$ cat src/rtl/tpa_pkg.sv
package tpa_pkg;
  localparam int DW_W        = 32;
  localparam int BEAT_W      = 2 * DW_W;
  localparam int BE_W        = BEAT_W / 8;
  localparam int LANE_BE_W   = BE_W / 2;
  localparam int BAR_W       = 8;
  localparam int HDR_W       = 4 * DW_W;
  localparam int FMT4_BIT    = 29;
  localparam int HASDATA_BIT = 30;
  localparam int LANE_BIT    = 2;

  typedef struct packed {
    logic [BEAT_W-1:0] data;
    logic [BE_W-1:0]   be;
    logic              sop;
    logic              eop;
    logic [BAR_W-1:0]  bar;
  } beat_t;

  typedef enum logic [1:0] {
    OM_PASS,
    OM_FIRSTHI,
    OM_MERGE,
    OM_FLUSH
  } outMode_e;

  typedef struct packed {
    logic     pop;
    logic     loadHdrA;
    logic     loadHdrB;
    logic     loadHold;
    logic     outValid;
    logic     outLast;
    outMode_e mode;
  } ctrlStrobe_t;
endpackage

$ cat src/rtl/tpa_fifo.sv
module tpa_fifo import tpa_pkg::*; #(
  parameter int DEPTH = 6,
  parameter int SLACK = 3,
  localparam int PTR_W = (DEPTH > 1) ? $clog2(DEPTH) : 1,
  localparam int CNT_W = $clog2(DEPTH + 1)
) (
  input  logic             clk,
  input  logic             rstN,
  input  logic             push,
  input  beat_t            pushBeat,
  input  logic             pop,
  output beat_t            headBeat,
  output logic             empty,
  output logic [CNT_W-1:0] count,
  output logic             ready
);
  beat_t            mem [DEPTH];
  logic [PTR_W-1:0] wrPtr, rdPtr;

  function automatic logic [PTR_W-1:0] bump(input logic [PTR_W-1:0] p);
    return (p == PTR_W'(DEPTH - 1)) ? '0 : p + 1'b1;
  endfunction

  always_ff @(posedge clk) begin
    if (push) mem[wrPtr] <= pushBeat;
  end

  always_ff @(posedge clk) begin
    if (!rstN) begin
      wrPtr <= '0;
      rdPtr <= '0;
      count <= '0;
    end else begin
      if (push) wrPtr <= bump(wrPtr);
      if (pop)  rdPtr <= bump(rdPtr);
      case ({push, pop})
        2'b10:   count <= count + 1'b1;
        2'b01:   count <= count - 1'b1;
        default: count <= count;
      endcase
    end
  end

  assign headBeat = mem[rdPtr];
  assign empty    = (count == '0);
  assign ready    = (CNT_W'(DEPTH) - count) > CNT_W'(SLACK);
endmodule

$ cat src/rtl/tpa_ctrl.sv
module tpa_ctrl import tpa_pkg::*; (
  input  logic        clk,
  input  logic        rstN,
  input  logic        headValid,
  input  logic        headSop,
  input  logic        headEop,
  input  logic        headHiUsed,
  input  logic        headLoLane,
  input  logic        headHiLane,
  input  logic        hdrIs4Dw,
  input  logic        outReady,
  output ctrlStrobe_t strobe
);
  typedef enum logic [1:0] {S_HDR0, S_HDR1, S_PAY, S_FLUSH} state_e;

  state_e state, stateNx;
  logic   shiftOn, shiftNx;
  logic   firstPay, firstNx;

  always_comb begin
    strobe   = '0;
    strobe.mode = OM_PASS;
    stateNx  = state;
    shiftNx  = shiftOn;
    firstNx  = firstPay;
    unique case (state)
      S_HDR0: begin
        if (headValid) begin
          strobe.pop      = 1'b1;
          strobe.loadHdrA = headSop;
          if (headSop) stateNx = S_HDR1;
        end
      end
      S_HDR1: begin
        if (headValid) begin
          strobe.pop      = 1'b1;
          strobe.loadHdrB = 1'b1;
          if (headEop) begin
            stateNx = S_HDR0;
          end else begin
            stateNx = S_PAY;
            shiftNx = hdrIs4Dw ? headHiLane : headLoLane;
            firstNx = 1'b1;
          end
        end
      end
      S_PAY: begin
        if (!shiftOn) begin
          strobe.mode     = OM_PASS;
          strobe.outValid = headValid;
          strobe.outLast  = headEop;
          if (headValid && outReady) begin
            strobe.pop = 1'b1;
            if (headEop) stateNx = S_HDR0;
          end
        end else if (firstPay) begin
          strobe.mode = OM_FIRSTHI;
          if (headValid) begin
            if (headEop) begin
              strobe.outValid = 1'b1;
              strobe.outLast  = 1'b1;
              if (outReady) begin
                strobe.pop = 1'b1;
                stateNx    = S_HDR0;
              end
            end else begin
              strobe.pop      = 1'b1;
              strobe.loadHold = 1'b1;
              firstNx         = 1'b0;
            end
          end
        end else begin
          strobe.mode     = OM_MERGE;
          strobe.outValid = headValid;
          strobe.outLast  = headEop && !headHiUsed;
          if (headValid && outReady) begin
            strobe.pop      = 1'b1;
            strobe.loadHold = 1'b1;
            if (headEop) stateNx = headHiUsed ? S_FLUSH : S_HDR0;
          end
        end
      end
      S_FLUSH: begin
        strobe.mode     = OM_FLUSH;
        strobe.outValid = 1'b1;
        strobe.outLast  = 1'b1;
        if (outReady) stateNx = S_HDR0;
      end
      default: stateNx = S_HDR0;
    endcase
  end

  always_ff @(posedge clk) begin
    if (!rstN) begin
      state    <= S_HDR0;
      shiftOn  <= 1'b0;
      firstPay <= 1'b0;
    end else begin
      state    <= stateNx;
      shiftOn  <= shiftNx;
      firstPay <= firstNx;
    end
  end
endmodule

$ cat src/rtl/tpa_dpath.sv
module tpa_dpath import tpa_pkg::*; (
  input  logic              clk,
  input  logic              rstN,
  input  ctrlStrobe_t       strobe,
  input  logic [BEAT_W-1:0] headData,
  input  logic [BE_W-1:0]   headBe,
  input  logic [BAR_W-1:0]  headBar,
  output logic              hdrValid,
  output logic [HDR_W-1:0]  hdrData,
  output logic [BAR_W-1:0]  hdrBar,
  output logic              hdrIs4Dw,
  output logic [BEAT_W-1:0] outData,
  output logic [BE_W-1:0]   outBe
);
  logic [BEAT_W-1:0]    hdrLo, hdrHi;
  logic [DW_W-1:0]      holdDw;
  logic [LANE_BE_W-1:0] holdBe;

  always_ff @(posedge clk) begin
    if (!rstN) begin
      hdrLo    <= '0;
      hdrHi    <= '0;
      hdrBar   <= '0;
      hdrValid <= 1'b0;
      holdDw   <= '0;
      holdBe   <= '0;
    end else begin
      hdrValid <= strobe.loadHdrB;
      if (strobe.loadHdrA) begin
        hdrLo  <= headData;
        hdrBar <= headBar;
      end
      if (strobe.loadHdrB) hdrHi <= headData;
      if (strobe.loadHold) begin
        holdDw <= headData[BEAT_W-1:DW_W];
        holdBe <= headBe[BE_W-1:LANE_BE_W];
      end
    end
  end

  assign hdrData  = {hdrHi, hdrLo};
  assign hdrIs4Dw = hdrLo[FMT4_BIT];

  always_comb begin
    unique case (strobe.mode)
      OM_FIRSTHI: begin
        outData = {{DW_W{1'b0}}, headData[BEAT_W-1:DW_W]};
        outBe   = {{LANE_BE_W{1'b0}}, headBe[BE_W-1:LANE_BE_W]};
      end
      OM_MERGE: begin
        outData = {headData[DW_W-1:0], holdDw};
        outBe   = {headBe[LANE_BE_W-1:0], holdBe};
      end
      OM_FLUSH: begin
        outData = {{DW_W{1'b0}}, holdDw};
        outBe   = {{LANE_BE_W{1'b0}}, holdBe};
      end
      default: begin
        outData = headData;
        outBe   = headBe;
      end
    endcase
  end
endmodule

$ cat src/rtl/tlp_payload_aligner.sv
module tlp_payload_aligner import tpa_pkg::*; #(
  parameter int BUF_DEPTH  = 6,
  parameter int LATE_BEATS = 3
) (
  input  logic              clk,
  input  logic              rstN,
  input  logic              inValid,
  output logic              inReady,
  input  logic [BEAT_W-1:0] inData,
  input  logic              inSop,
  input  logic              inEop,
  input  logic [BE_W-1:0]   inBe,
  input  logic [BAR_W-1:0]  inBar,
  output logic              hdrValid,
  output logic [HDR_W-1:0]  hdrData,
  output logic [BAR_W-1:0]  hdrBar,
  output logic              outValid,
  input  logic              outReady,
  output logic [BEAT_W-1:0] outData,
  output logic [BE_W-1:0]   outBe,
  output logic              outLast
);
  localparam int CNT_W = $clog2(BUF_DEPTH + 1);

  beat_t            inBeat, headBeat;
  logic             fifoEmpty, fifoPop;
  logic [CNT_W-1:0] fifoCount;
  ctrlStrobe_t      strobe;
  logic             hdrIs4Dw;

  assign inBeat  = '{data: inData, be: inBe, sop: inSop, eop: inEop, bar: inBar};
  assign fifoPop = strobe.pop;

  tpa_fifo #(.DEPTH(BUF_DEPTH), .SLACK(LATE_BEATS)) u_buf (
    .clk(clk), .rstN(rstN),
    .push(inValid), .pushBeat(inBeat),
    .pop(fifoPop), .headBeat(headBeat),
    .empty(fifoEmpty), .count(fifoCount), .ready(inReady)
  );

  tpa_ctrl u_ctrl (
    .clk(clk), .rstN(rstN),
    .headValid(!fifoEmpty),
    .headSop(headBeat.sop),
    .headEop(headBeat.eop),
    .headHiUsed(|headBeat.be[BE_W-1:LANE_BE_W]),
    .headLoLane(headBeat.data[LANE_BIT]),
    .headHiLane(headBeat.data[DW_W+LANE_BIT]),
    .hdrIs4Dw(hdrIs4Dw),
    .outReady(outReady),
    .strobe(strobe)
  );

  tpa_dpath u_dp (
    .clk(clk), .rstN(rstN),
    .strobe(strobe),
    .headData(headBeat.data), .headBe(headBeat.be), .headBar(headBeat.bar),
    .hdrValid(hdrValid), .hdrData(hdrData), .hdrBar(hdrBar),
    .hdrIs4Dw(hdrIs4Dw),
    .outData(outData), .outBe(outBe)
  );

  assign outValid = strobe.outValid;
  assign outLast  = strobe.outLast;
endmodule

$ cat config.mk
export PLATFORM = sky130hd
export DESIGN_NAME = tlp_payload_aligner
export DESIGN_NICKNAME = d
export VERILOG_FILES = /design/src/rtl/tpa_pkg.sv /design/src/rtl/tpa_fifo.sv /design/src/rtl/tpa_ctrl.sv /design/src/rtl/tpa_dpath.sv /design/src/rtl/tlp_payload_aligner.sv
export SDC_FILE = /design/constraint.sdc
export NUM_CORES = 1
export LEC_CHECK = 0
export BUFFER_PORTS_ARGS = -buffer_cell sky130_fd_sc_hd__buf_4
export CORE_MARGIN = 2
export CORE_UTILIZATION = 49
export CTS_CLUSTER_SIZE = 20
export DETAILED_ROUTE_END_ITERATION = 16
export PLACE_DENSITY = 0.73
export SYNTH_ARGS = -nofsm -noshare
export SYNTH_HDL_FRONTEND = slang
export SYNTH_SLANG_ARGS = --single-unit
$ cat constraint.sdc
create_clock -name clk -period 15.7 [get_ports clk]
set_input_delay 3.14 -clock clk [delete_from_list [all_inputs] [get_ports clk]]
set_output_delay 3.14 -clock clk [all_outputs]
set_load 0.01 [all_outputs]
==> results.cfg <==
[finish]
multi_input_area_mm2 = 0.00757
regArea_mm2 = 0.0186
finish.utilization_pct = 59.4
area_growth_pct = 19.9
layout.nets = 2193
drive_gt1_share_pct = 32.3
fillers = 4086

[global_routing]
met1_usage_pct = 33.1
grt-busiest-layer = met2
grt_usage_pct = 25.3
antenna_found_initial = 6
grt_overflow = 0
gr-usage-met2_pct = 41.6
grtUsageMet3_pct = 6.24
grt_pass1_vias = 16700
grt_max_degree = 122
grt_pass1_wl_mm = 105

[critical_path]
rr_endpoint = u_dp.hdrLo[14]
r2r_slack_ns = 11.01
critPathTopFamily = multiplexers
cp_data_required_time_ns = 12.56
endpoint = outData[40]
rr_worst_depth = 8
critPathMaxStageDelay_ns = 0.86
path_cells = buf_12 -> mux4_2 -> mux2i_1 -> o22ai_1 -> buf_4
end_kind = output port
arrival_ns = 4.27
critPathSlowestCell = dfxtp_4
path_buf_inv = 2
cp.depth = 5
worstSetupPathType = flip-flop to output port
cp-start-kind = flip-flop
worstPathMaxFanout = 121

[drt]
via_count = 16700
viasPerCell = 5.83
totalWireLength_mm = 71.0
wire_per_inst_um = 24.8
drtAntennaViolNets = 0
drtIter0Drc = 1545
drtPass1Iterations = 6
drc = 0

[timing]
worst_clock_skew_ns = 0.0192
fmax_ghz = 0.135
min_period_ns = 7.41
drv_slew = 0
tns_ns = 0
finalSetupViolCount = 0
fin_crit_sh_pct = 47.2
tightest_slew_ns = 1.22
rsz0062_at_grt = no
final_hold_viol_count = 0
relSlewSlack_pct = 18.2

[synthesis]
avgSynthCellArea_um2 = 14.6
yosysUniqueCellTypes = 55
synth-main-ff-cell = edfxtp_1
ys_seq_area_share_pct = 69.7
ys_ff_latch = 681
yosysWarnings = 0
synth_nets = 1918
synth_edf_count = 492
synth_area_mm2 = 0.0266
syn_inst = 1827
async_flop_share_pct = 0

[clock_network]
post_cts_buffers = 0
clk_pin_slew_ns = 0.06
cts_tree = done
clock_path_buffers = 3
cts_buffers = 72
cts_num_sinks = 681
h-tree-depth = 3
cts.repair.resized = 0
holdBufCountCts = 0
clk_latency_ns = 0.61
cts_root_buf = clkbuf_16

[floorplanning]
placementRows = 85
core_mm2 = 0.0538
die_h_um = 237
die_w_um = 237
fp.dieArea_mm2 = 0.0562
initial_core_util_pct = 49.5
ios = 298

[placed_design]
gp_congestion = 0.861
io_buffers = 297
dp_hpwl_mm = 43.4

[power_and_ir_drop]
vdd_ir_drop_max_mv = 0.110
p_leak_nw = 11.0
powerDensity_mw_per_mm2 = 167
fin_total_pwr_mw = 5.32

[min_path]
hp-class = flip-flop to flip-flop

[outcome]
status = finished, final reports clean

[flow_run]
cap_violations = 0
[how the worst min path moves through the flow]
stage | slack (ns) | from | cells after the start | to
final | 0.45 | u_dp.hdrLo[4] | 2 | u_dp.hdrLo[4]
after global routing | 0.47 | u_dp.hdrLo[57] | 2 | u_dp.hdrLo[57]
after CTS | 0.46 | u_dp.hdrLo[57] | 2 | u_dp.hdrLo[57]
after detailed placement | 0.45 | u_dp.hdrLo[57] | 2 | u_dp.hdrLo[57]
after global placement | 0.44 | u_dp.hdrLo[57] | 2 | u_dp.hdrLo[57]
after floorplan | 0.44 | u_dp.holdDw[10] | 2 | u_dp.holdDw[10]
[final cells by class]
class | count | area share (%)
timing repair buffer | 324 | 7.65
multi-input combinational | 1011 | 23.7
tap | 696 | 2.73
antenna | 2 | 0.0157
clock inverter | 29 | 0.693
sequential | 681 | 58.1
clock buffer | 105 | 6.91
inverter | 12 | 0.157
[cell families (layout without fill, tap and decap cells)]
family | count (synthesis) | count (layout) | share of synthesized area, %
fa+ha+maj | 5 | 5 | 0.263
mux | 238 | 238 | 13.1
compound gates | 294 | 294 | 6.89
buf+inv | 135 | 470 | 2.22
other cells | 0 | 2 | 0
flops | 681 | 681 | 69.7
simple gates | 470 | 470 | 7.69
xor+xnor | 4 | 4 | 0.132
[per-stage QoR]
stage	instances	worst slack [ns]	hold slack (ns)	area [um2]
finish	2860	8.29	0.454	31900
global route	2860	8.06	0.467	31900
detailed placement	2724	8.94	0.448	29500
floorplan	1827	3.30	0.436	26600
global placement	2724	8.94	0.442	29500
CTS	2858	8.28	0.456	31900
[report_power, final]
group	internal [mW]	switching, mW	total (mW)
logic	0.608	0.810	1.42
registers	2.07	0.115	2.19
clock network	1.03	0.688	1.71
[worst min-delay path, delay by kind of cell, from the launching register on]
kind,cells,cell delay [ns]
flops,1,0.31
simple gates,1,0.05
compound gates,1,0.05
[cell usage after synthesis, drive strengths merged (4+ instances only)]
master | count | area share, %
o22ai | 34 | 0.80
ha | 4 | 0.19
nor2 | 191 | 2.7
nand3 | 36 | 0.68
a21oi | 149 | 2.8
a211o | 9 | 0.30
mux2i | 85 | 3.2
clkbuf | 70 | 0.99
or2 | 64 | 1.5
inv | 12 | 0.17
nand2 | 154 | 2.2
dfxtp | 189 | 14
mux4 | 81 | 6.8
buf | 53 | 1.1
o221ai | 33 | 1.1
o21ai | 53 | 1.4
edfxtp | 492 | 55
mux2 | 72 | 3.0
[layer usage]
layer,routed length [um],share of wire [%]
met4,2010,2.8
met3,6250,8.8
met1,28000,39
met5,26,0.037
met2,34800,49
[registers in the layout, indices dropped and copies added, names as in the netlist, 2 cells and up, named ones only]
name and count:
u_buf.mem 492, u_dp.hdrHi 64, u_dp.hdrLo 64, u_dp.holdDw 32
u_dp.hdrBar 8, u_dp.holdBe 4, u_buf.count 3, u_buf.rdPtr 3
u_buf.wrPtr 3, u_ctrl.state 2
[cell usage in the layout, fill, tap and decap left out, types with 64 or more instances in the layout]
cell | synthesis | layout
buf_4 | 4 | 323
a21oi_1 | 149 | 149
mux2i_1 | 84 | 84
nand2_1 | 154 | 153
mux4_2 | 81 | 81
or2_2 | 64 | 64
clkbuf_16 | 0 | 81
mux2_2 | 70 | 70
dfxtp_1 | 189 | 186
nor2_1 | 191 | 189
edfxtp_1 | 492 | 492
Power figures use the tool's default switching activity.
